`config.mk`:
```
export PLATFORM = sky130hd
export DESIGN_NAME = vec_intc64
export DESIGN_NICKNAME = d
export VERILOG_FILES = /design/src/rtl/vic_pkg.sv /design/src/rtl/vic_src_cell.sv /design/src/rtl/vic_pick.sv /design/src/rtl/vec_intc64.sv
export SDC_FILE = /design/constraint.sdc
export NUM_CORES = 2
export LEC_CHECK = 0
export BUFFER_PORTS_ARGS = -buffer_cell sky130_fd_sc_hd__buf_2
export CORE_ASPECT_RATIO = 1.4
export CORE_MARGIN = 5
export CORE_UTILIZATION = 60
export CTS_CLUSTER_SIZE = 40
export DETAILED_ROUTE_END_ITERATION = 7
export GPL_TIMING_DRIVEN = 0
export PLACE_DENSITY_LB_ADDON = 0.12
export RECOVER_POWER = 50
export SKIP_CTS_REPAIR_TIMING = 1
export SLEW_MARGIN = 20
export SYNTH_ARGS = -nofsm -noshare
export SYNTH_HDL_FRONTEND = slang
export SYNTH_SLANG_ARGS = --single-unit
export TNS_END_PERCENT = 1
```
`constraint.sdc`:
```
create_clock -name clk -period 10.7 [get_ports clk]
set_input_delay 1.605 -clock clk [delete_from_list [all_inputs] [get_ports clk]]
set_output_delay 1.605 -clock clk [all_outputs]
set_load 0.03 [all_outputs]
```
`src/rtl/vic_pkg.sv`:
```
package vic_pkg;
   localparam int unsigned VIC_ADDR_W = 8;
   localparam int unsigned VIC_DATA_W = 32;
   localparam int unsigned VIC_DST_W  = 3;
   localparam int unsigned VIC_N_DST  = 1 << VIC_DST_W;
   localparam int unsigned VIC_N_PRI  = 2;
   localparam int unsigned PRI_ROT_BIT = 6;

   localparam logic [VIC_ADDR_W-1:0] OFS_PRI_IRQ = 8'h20;
   localparam logic [VIC_ADDR_W-1:0] OFS_PRI_FIQ = 8'h24;
   localparam logic [VIC_ADDR_W-1:0] OFS_CTL     = 8'h40;
   localparam logic [VIC_ADDR_W-1:0] OFS_STAT    = 8'h80;

   typedef enum logic [VIC_DST_W-1:0] {
      DST_IRQ  = 3'd0,
      DST_FIQ  = 3'd1,
      DST_AUX0 = 3'd2,
      DST_AUX1 = 3'd3,
      DST_AUX2 = 3'd4,
      DST_AUX3 = 3'd5,
      DST_AUX4 = 3'd6,
      DST_AUX5 = 3'd7
   } vic_dst_e;

   typedef struct packed {
      logic     rsv7;
      logic     fall;
      logic     rise;
      logic     rsv4;
      logic     en;
      vic_dst_e dst;
   } vic_ctl_t;
endpackage

```
`src/rtl/vic_src_cell.sv`:
```
module vic_src_cell (
   input  logic clk,
   input  logic rst_n,
   input  logic lvl_i,
   input  logic en_i,
   input  logic rise_i,
   input  logic fall_i,
   input  logic clr_i,
   output logic pend_o,
   output logic req_o
);
   logic prev_q;
   logic latch_q;
   logic edge_mode;
   logic event_s;

   assign edge_mode = rise_i | fall_i;
   assign event_s   = (rise_i & lvl_i & ~prev_q) | (fall_i & ~lvl_i & prev_q);

   always_ff @(posedge clk or negedge rst_n) begin
      if (!rst_n) begin
         prev_q  <= 1'b0;
         latch_q <= 1'b0;
      end else begin
         prev_q  <= lvl_i;
         latch_q <= edge_mode & (event_s | (latch_q & ~clr_i));
      end
   end

   assign pend_o = edge_mode ? latch_q : lvl_i;
   assign req_o  = pend_o & en_i;
endmodule

```
`src/rtl/vic_pick.sv`:
```
module vic_pick #(
   parameter int unsigned N         = 64,
   parameter bit          ROTATE_EN = 1'b1,
   localparam int unsigned IW       = $clog2(N)
) (
   input  logic          clk,
   input  logic          rst_n,
   input  logic [N-1:0]  req_i,
   input  logic          rot_i,
   input  logic          adv_i,
   output logic [IW-1:0] idx_o,
   output logic          has_o
);
   logic [IW-1:0] hit;
   logic          found;

   if ((1 << IW) != N) begin : g_bad_n
      $error("vic_pick: N must be a power of two");
   end

   if (ROTATE_EN) begin : g_rot
      logic [IW-1:0] last_q;
      logic [IW-1:0] base;
      logic [IW-1:0] j;

      always_comb begin
         base  = rot_i ? last_q + 1'b1 : '0;
         hit   = '0;
         found = 1'b0;
         j     = '0;
         for (int k = 0; k < N; k++) begin
            j = base + IW'(k);
            if (!found && req_i[j]) begin
               hit   = j;
               found = 1'b1;
            end
         end
      end

      always_ff @(posedge clk or negedge rst_n) begin
         if (!rst_n) last_q <= '1;
         else if (adv_i && rot_i && found) last_q <= hit;
      end
   end else begin : g_fixed
      always_comb begin
         hit   = '0;
         found = |req_i;
         for (int k = N - 1; k >= 0; k--) begin
            if (req_i[k]) hit = IW'(k);
         end
      end
   end

   assign idx_o = found ? hit : IW'(N - 1);
   assign has_o = found;
endmodule

```
`src/rtl/vec_intc64.sv`:
```
module vec_intc64
   import vic_pkg::*;
#(
   parameter int unsigned N_SRC     = 64,
   parameter bit          ROTATE_EN = 1'b1
) (
   input  logic                  clk,
   input  logic                  rst_n,
   input  logic [N_SRC-1:0]      src_i,
   input  logic                  bus_en_i,
   input  logic                  bus_we_i,
   input  logic [VIC_ADDR_W-1:0] bus_addr_i,
   input  logic [3:0]            bus_be_i,
   input  logic [VIC_DATA_W-1:0] bus_wdata_i,
   output logic [VIC_DATA_W-1:0] bus_rdata_o,
   output logic [VIC_N_DST-1:0]  dest_o
);
   localparam int unsigned IW     = $clog2(N_SRC);
   localparam int unsigned N_WRD  = N_SRC / VIC_DATA_W;
   localparam int unsigned CWW    = IW - 2;
   localparam int unsigned SWW    = (N_WRD > 1) ? $clog2(N_WRD) : 1;
   localparam logic [VIC_ADDR_W:0] CTL_LO  = {1'b0, OFS_CTL};
   localparam logic [VIC_ADDR_W:0] CTL_HI  = CTL_LO + (VIC_ADDR_W+1)'(N_SRC);
   localparam logic [VIC_ADDR_W:0] STAT_LO = {1'b0, OFS_STAT};
   localparam logic [VIC_ADDR_W:0] STAT_HI = STAT_LO + (VIC_ADDR_W+1)'(4 * N_WRD);

   if (N_SRC != 32 && N_SRC != 64) begin : g_bad_cfg
      $error("vec_intc64: N_SRC must be 32 or 64");
   end

   // bus decode
   logic                  wr_s, rd_s, aligned;
   logic [VIC_ADDR_W:0]   addr9;
   logic                  hit_ctl, hit_stat;
   logic [VIC_N_PRI-1:0]  hit_pri;
   logic [CWW-1:0]        ctl_word;
   logic [SWW-1:0]        stat_word;

   assign aligned   = (bus_addr_i[1:0] == 2'b00);
   assign wr_s      = bus_en_i & bus_we_i & aligned;
   assign rd_s      = bus_en_i & ~bus_we_i & aligned;
   assign addr9     = {1'b0, bus_addr_i};
   assign hit_ctl   = (addr9 >= CTL_LO) && (addr9 < CTL_HI);
   assign hit_stat  = (addr9 >= STAT_LO) && (addr9 < STAT_HI);
   assign hit_pri[0] = (bus_addr_i == OFS_PRI_IRQ);
   assign hit_pri[1] = (bus_addr_i == OFS_PRI_FIQ);
   assign ctl_word  = bus_addr_i[2 +: CWW];
   assign stat_word = (N_WRD > 1) ? bus_addr_i[2 +: SWW] : '0;

   // per-source control and pending state
   logic [8*N_SRC-1:0]                  ctl_flat;
   logic [N_SRC-1:0]                    pend_v;
   logic [N_SRC-1:0]                    req_v;
   logic [N_SRC-1:0]                    clr_v;
   logic [VIC_N_DST-1:0][N_SRC-1:0]     dreq;

   for (genvar s = 0; s < N_SRC; s++) begin : g_src
      localparam int unsigned CW = s / 4;
      localparam int unsigned CB = s % 4;
      localparam int unsigned SW = s / VIC_DATA_W;
      localparam int unsigned SB = s % VIC_DATA_W;
      vic_ctl_t ctl_q;

      always_ff @(posedge clk or negedge rst_n) begin
         if (!rst_n) ctl_q <= '0;
         else if (wr_s && hit_ctl && ctl_word == CWW'(CW) && bus_be_i[CB])
            ctl_q <= vic_ctl_t'(bus_wdata_i[8*CB +: 8]);
      end

      assign ctl_flat[8*s +: 8] = ctl_q;
      assign clr_v[s] = wr_s && hit_stat && stat_word == SWW'(SW) &&
                        bus_be_i[SB/8] && bus_wdata_i[SB];

      vic_src_cell u_cell (
         .clk    (clk),
         .rst_n  (rst_n),
         .lvl_i  (src_i[s]),
         .en_i   (ctl_q.en),
         .rise_i (ctl_q.rise),
         .fall_i (ctl_q.fall),
         .clr_i  (clr_v[s]),
         .pend_o (pend_v[s]),
         .req_o  (req_v[s])
      );

      for (genvar d = 0; d < VIC_N_DST; d++) begin : g_route
         assign dreq[d][s] = req_v[s] && (ctl_q.dst == vic_dst_e'(d));
      end
   end

   // destination outputs
   logic [VIC_N_DST-1:0] dest_n;
   for (genvar d = 0; d < VIC_N_DST; d++) begin : g_dest
      assign dest_n[d] = |dreq[d];
   end

   always_ff @(posedge clk or negedge rst_n) begin
      if (!rst_n) dest_o <= '0;
      else        dest_o <= dest_n;
   end

   // vector index registers for the normal and fast lines
   logic [VIC_N_PRI-1:0]          rot_q;
   logic [VIC_N_PRI-1:0][IW-1:0]  pidx;
   logic [VIC_N_PRI-1:0]          phas;

   for (genvar p = 0; p < VIC_N_PRI; p++) begin : g_pri
      always_ff @(posedge clk or negedge rst_n) begin
         if (!rst_n) rot_q[p] <= 1'b0;
         else if (wr_s && hit_pri[p] && bus_be_i[0])
            rot_q[p] <= ROTATE_EN & bus_wdata_i[PRI_ROT_BIT];
      end

      vic_pick #(
         .N         (N_SRC),
         .ROTATE_EN (ROTATE_EN)
      ) u_pick (
         .clk   (clk),
         .rst_n (rst_n),
         .req_i (dreq[p]),
         .rot_i (rot_q[p]),
         .adv_i (rd_s && hit_pri[p]),
         .idx_o (pidx[p]),
         .has_o (phas[p])
      );
   end

   // read path
   logic [VIC_DATA_W-1:0] rdata_n;
   always_comb begin
      rdata_n = '0;
      if (hit_pri[0]) begin
         rdata_n[IW-1:0]        = pidx[0];
         rdata_n[PRI_ROT_BIT]   = rot_q[0];
      end else if (hit_pri[1]) begin
         rdata_n[IW-1:0]        = pidx[1];
         rdata_n[PRI_ROT_BIT]   = rot_q[1];
      end else if (hit_ctl) begin
         rdata_n = ctl_flat[VIC_DATA_W*ctl_word +: VIC_DATA_W];
      end else if (hit_stat) begin
         rdata_n = pend_v[VIC_DATA_W*stat_word +: VIC_DATA_W];
      end
   end

   always_ff @(posedge clk or negedge rst_n) begin
      if (!rst_n)    bus_rdata_o <= '0;
      else if (rd_s) bus_rdata_o <= rdata_n;
   end

   // signals observed by the bound checker
   logic [N_SRC-1:0] irq_req;
   logic [IW-1:0]    irq_idx;
   logic             irq_has;
   logic             irq_rot;
   assign irq_req = dreq[0];
   assign irq_idx = pidx[0];
   assign irq_has = phas[0];
   assign irq_rot = rot_q[0];
endmodule

```
==> results.cfg, run 1 <==
[synth]
ys_warn_count = 0
ys_seq_area_share_pct = 26.98
synth_cell_types = 124
async_flop_share_pct = 100.0
syn-instance-count = 6881
netlist_area_um2 = 64420
synth_area_per_cell_um2 = 9.361
ys_ff_latch = 694
syn_nets = 7028
ys.flop_type = dfrtp_1
synth-edff-count = 0

[grt]
grt_pass1_vias = 79790
overflow = 423
grt_pass1_wl_um = 644900
globalRouteTotalUtil_pct = 76.42
grt_max_degree = 111

[die]
start_util_pct = 60.33
rows = 142
fp.dieW_um = 286.9
pin_count = 152
fp.dieH_um = 397.7

[clock_network]
cts_root_buffer = clkbuf_16
htreeDepth = 3
clock-sinks = 694
clockBufferDepth = 3
numCtsBuffers = 67

[placed_design]
dp.cells = 8515
gp_congestion = 1.341
io_buffers = 130
hpwl_um = 292300

[status]
failing_step = global routing
stop_error = [ERROR GRT-0116] Global routing finished with congestion. Check the congestion regions in the DRC Viewer.
status = stopped before the end
-- kinds of logic after synthesis --
kind of cell             Yosys count  synth area share, %
AND/OR/NAND/NOR                 2493                20.03
AO/OA/AOI/OAI                   1759                19.79
adder cells (fa/ha/maj)           35               0.6798
multiplexers                    1209                26.88
XOR/XNOR                         149                2.152
buffers and inverters            542                3.489
flip-flops                       694                26.98
-- synthesized netlist by cell type, types with 113 or more instances --
library cell | number | area, um2
nor2b_1 | 113 | 706.9
mux2i_1 | 203 | 2032
a211oi_1 | 116 | 870.8
nand3_1 | 188 | 940.9
o22ai_1 | 163 | 1020
a21oi_1 | 268 | 1341
inv_1 | 129 | 484.2
dfrtp_1 | 682 | 17070
mux4_2 | 350 | 7883
o21ai_0 | 257 | 1286
nor3_1 | 164 | 820.8
nor2_1 | 489 | 1836
clkbuf_1 | 257 | 964.7
xnor2_1 | 140 | 1226
mux2_2 | 644 | 7252
nand2_1 | 730 | 2740
nand2b_1 | 128 | 800.8
-- per-stage QoR --
stage	utilization, %	hold WS (ns)	setup TNS, ns	instance area [um2]	setup WS [ns]
CTS	66.12	0.4906	-0.2402	70610	-0.1480
global placement	62.62	0.4734	-3994.75	66870	-6.047
floorplan	-	0.4492	0	64420	3.533
detailed placement	64.04	0.4746	-0.1694	68390	-0.1180
-- metal layers --
| metal | overflow | global-route usage [%] |
|---|---|---|
| met3 | 9 | 62.83 |
| met1 | 4 | 75.15 |
| met5 | 0 | 32.46 |
| met2 | 243 | 92.17 |
| met4 | 167 | 76.72 |
==> run 2: changes to the inputs <==
--- a/config.mk
+++ b/config.mk
@@ -6,13 +6,11 @@
 export NUM_CORES = 2
 export LEC_CHECK = 0
 export BUFFER_PORTS_ARGS = -buffer_cell sky130_fd_sc_hd__buf_2
-export CORE_ASPECT_RATIO = 1.4
 export CORE_MARGIN = 5
-export CORE_UTILIZATION = 60
-export CTS_CLUSTER_SIZE = 40
+export CORE_UTILIZATION = 40
 export DETAILED_ROUTE_END_ITERATION = 7
 export GPL_TIMING_DRIVEN = 0
-export PLACE_DENSITY_LB_ADDON = 0.12
+export PLACE_DENSITY_LB_ADDON = 0.15
 export RECOVER_POWER = 50
 export SKIP_CTS_REPAIR_TIMING = 1
 export SLEW_MARGIN = 20
==> run 2 against run 1 <==
Compared with the run above:
- the flow now finishes, with violations (max-capacitance violations, max-slew violations)
- synthesized area unchanged
- synthesized cell count unchanged
==> results.cfg, run 2 <==
[pwr]
p_sw_mw = 1.972
p_comb_share_pct = 13.1
p_int_mw = 4.593
power.share.clock_pct = 44.8
leakagePower_nw = 29.84
ir_drop_mv = 0.1589
switching_share_pct = 30.03
totalPowerFinal_mw = 6.564
p_seq_share_pct = 42.1
p_per_area_nw_per_um2 = 90.23

[synth]
ys_seq_area_share_pct = 26.98
syn_nets = 7028
synth_top_area_cell = dfrtp_1
synthTopCellsByArea = dfrtp_1 26%, mux4_2 12%, mux2_2 11%
ys.flop_type = dfrtp_1
syn-instance-count = 6881
ys_warn_count = 0
synth_cell_types = 124
synth-edff-count = 0
yosysMostFrequentCell = nand2_1
netlist_area_um2 = 64420
synth_area_per_cell_um2 = 9.361
synth_top_area_share_pct = 26.49
ys_ff_latch = 694
synth_common_cells = 730 x nand2_1, 682 x dfrtp_1, 644 x mux2_2
async_flop_share_pct = 100.0

[sta]
slew_headroom_pct = -205.9
grt_setup_unrepaired = true
tns_ns = 0
fin_crit_ns = 10.68
clock_skew_ns = 0.04066
tightestPinTransition_ns = 4.588
finalHoldViolCount = 0
setup_viol = 0
fmax_mhz = 93.59
period_share_pct = 99.86
maxSlewViolCount = 372

[placed_design]
io_buffers = 130
hpwl_um = 330800
gp_congestion = 1.116
place_area_um2 = 69900

[finish]
final_cell_mix = 730 x nand2_1, 682 x dfrtp_1, 644 x mux2_2
layout_commonest_cell = nand2_1
drive_gt1_share_pct = 24.29
nets = 7330
fin_area_um2 = 72750
largest_reg_flops = 512
area_growth_pct = 12.94
fill_cells = 15666

[clock_network]
clock-sinks = 694
insertion_delay_ns = 0.74
cts_tree = yes
clockBufferDepth = 3
htreeDepth = 3
cts_root_buffer = clkbuf_16
path_clk_slew_ns = 0.06
numCtsBuffers = 81

[route]
ant_nets = 0
drc = 0
drt_first_pass_iters = 6
via_count = 69602
drt_iter0_drc = 10328
routedWlPerCell_um = 43.69
wirelength_um = 412100
viasPerCell = 7.379

[grt]
overflow = 0
grt_antenna_before_repair = 28
grt_pass1_vias = 65814
grt_pass1_wl_um = 554100
globalRouteTotalUtil_pct = 47.16
grt_max_degree = 103

[status]
violations = max-capacitance violations, max-slew violations
status = finished, violations left

[critical_path]
startpoint_type = flip-flop
cp.arrival_ns = 11.26
crit_type = flip-flop to flip-flop
slowest_stage = mux2i_1
endpoint_kind = flip-flop
path_max_fanout = 11
worstPathRequired_ns = 11.28
max_stage_delay_ns = 0.86

[min_path]
hold_path_class = flip-flop to flip-flop

[die]
fp.dieW_um = 411.3
dieArea_um2 = 169200
fp.dieH_um = 411.3
start_util_pct = 40.16
core_area_um2 = 160400
pin_count = 152
rows = 147

[job]
max-cap-violations = 5
==> run 2: critical path: cells and delay by family (launching register included) <==
kind	cells	cell delay, ns
adder cells (fa/ha/maj)	2	0.65
buffers and inverters	10	3.32
multiplexers	2	1.44
flip-flops	1	0.79
AO/OA/AOI/OAI	6	1.20
XOR/XNOR	1	0.65
AND/OR/NAND/NOR	7	2.42
==> run 2: metrics by stage <==
stage               worst slack (ns)  hold slack, ns  instances  utilization [%]
floorplan                      3.533          0.4492       6881                -
global placement              -7.075          0.4817       9171            42.25
detailed placement           -0.5757          0.4896       9257            43.58
CTS                          -0.5139          0.5006       9406            45.31
global route                -0.02520          0.5156       9413            45.33
finish                       0.01547          0.5008       9433            45.36
==> run 2: final timing paths <==
path	slack [ns]	from	cells after the start	endpoint
min	0.50	ctl_flat[252]$_DFFE_PN0P_	1	ctl_flat[252]$_DFFE_PN0P_
max reg2reg	0.02	g_pri[1].u_pick.g_rot.last_q[0]$_DFFE_PN1P_	28	bus_rdata_o[3]$_DFFE_PN0P_
min in group asynchronous	1.83	rst_n	1	ctl_flat[455]$_DFFE_PN0P_
max in group asynchronous	2.59	rst_n	3	bus_rdata_o[2]$_DFFE_PN0P_
max	0.02	g_pri[1].u_pick.g_rot.last_q[0]$_DFFE_PN1P_	28	bus_rdata_o[3]$_DFFE_PN0P_
min reg2reg	0.50	ctl_flat[252]$_DFFE_PN0P_	1	ctl_flat[252]$_DFFE_PN0P_
==> run 2: per-layer routing <==
layer  global-route usage (%)  vias to the layer above  wire length [um]
li1                         -                    27636                 -
met1                    56.99                    34903            147700
met2                    69.89                     5477            174100
met3                    12.67                     1574             45650
met4                    39.84                       12             44560
met5                        0                        -                82
==> run 2: cell type report <==
type	count	area (um2)	area share (%)
Antenna cell	24	60.06	0.08256
Clock inverter	33	415.4	0.5710
Tap cell	2160	2703	3.715
Sequential cell	694	17380	23.89
Buffer	398	1788	2.458
Timing Repair Buffer	221	1618	2.224
Inverter	142	540.5	0.7430
Multi-Input combinational cell	5645	45880	63.07
Clock buffer	116	2360	3.244
==> run 2: cell families after synthesis <==
logic type | synth area share [%]
compound gates | 19.79
mux | 26.88
buf+inv | 3.489
flops | 26.98
simple gates | 20.03
xor+xnor | 2.152
fa+ha+maj | 0.6798
==> run 2: power groups by stage <==
stage	logic [mW]	clock network (mW)	registers, mW
3_5_place_dp	0.832	0	2.80
2_1_floorplan	0.376	0	2.82
3_3_place_gp	0.794	0	2.80
6_report	0.860	2.94	2.76
4_1_cts	0.835	2.95	2.76
5_1_grt	0.884	3.06	2.77
No activity file was read; power rests on OpenSTA's default activity.
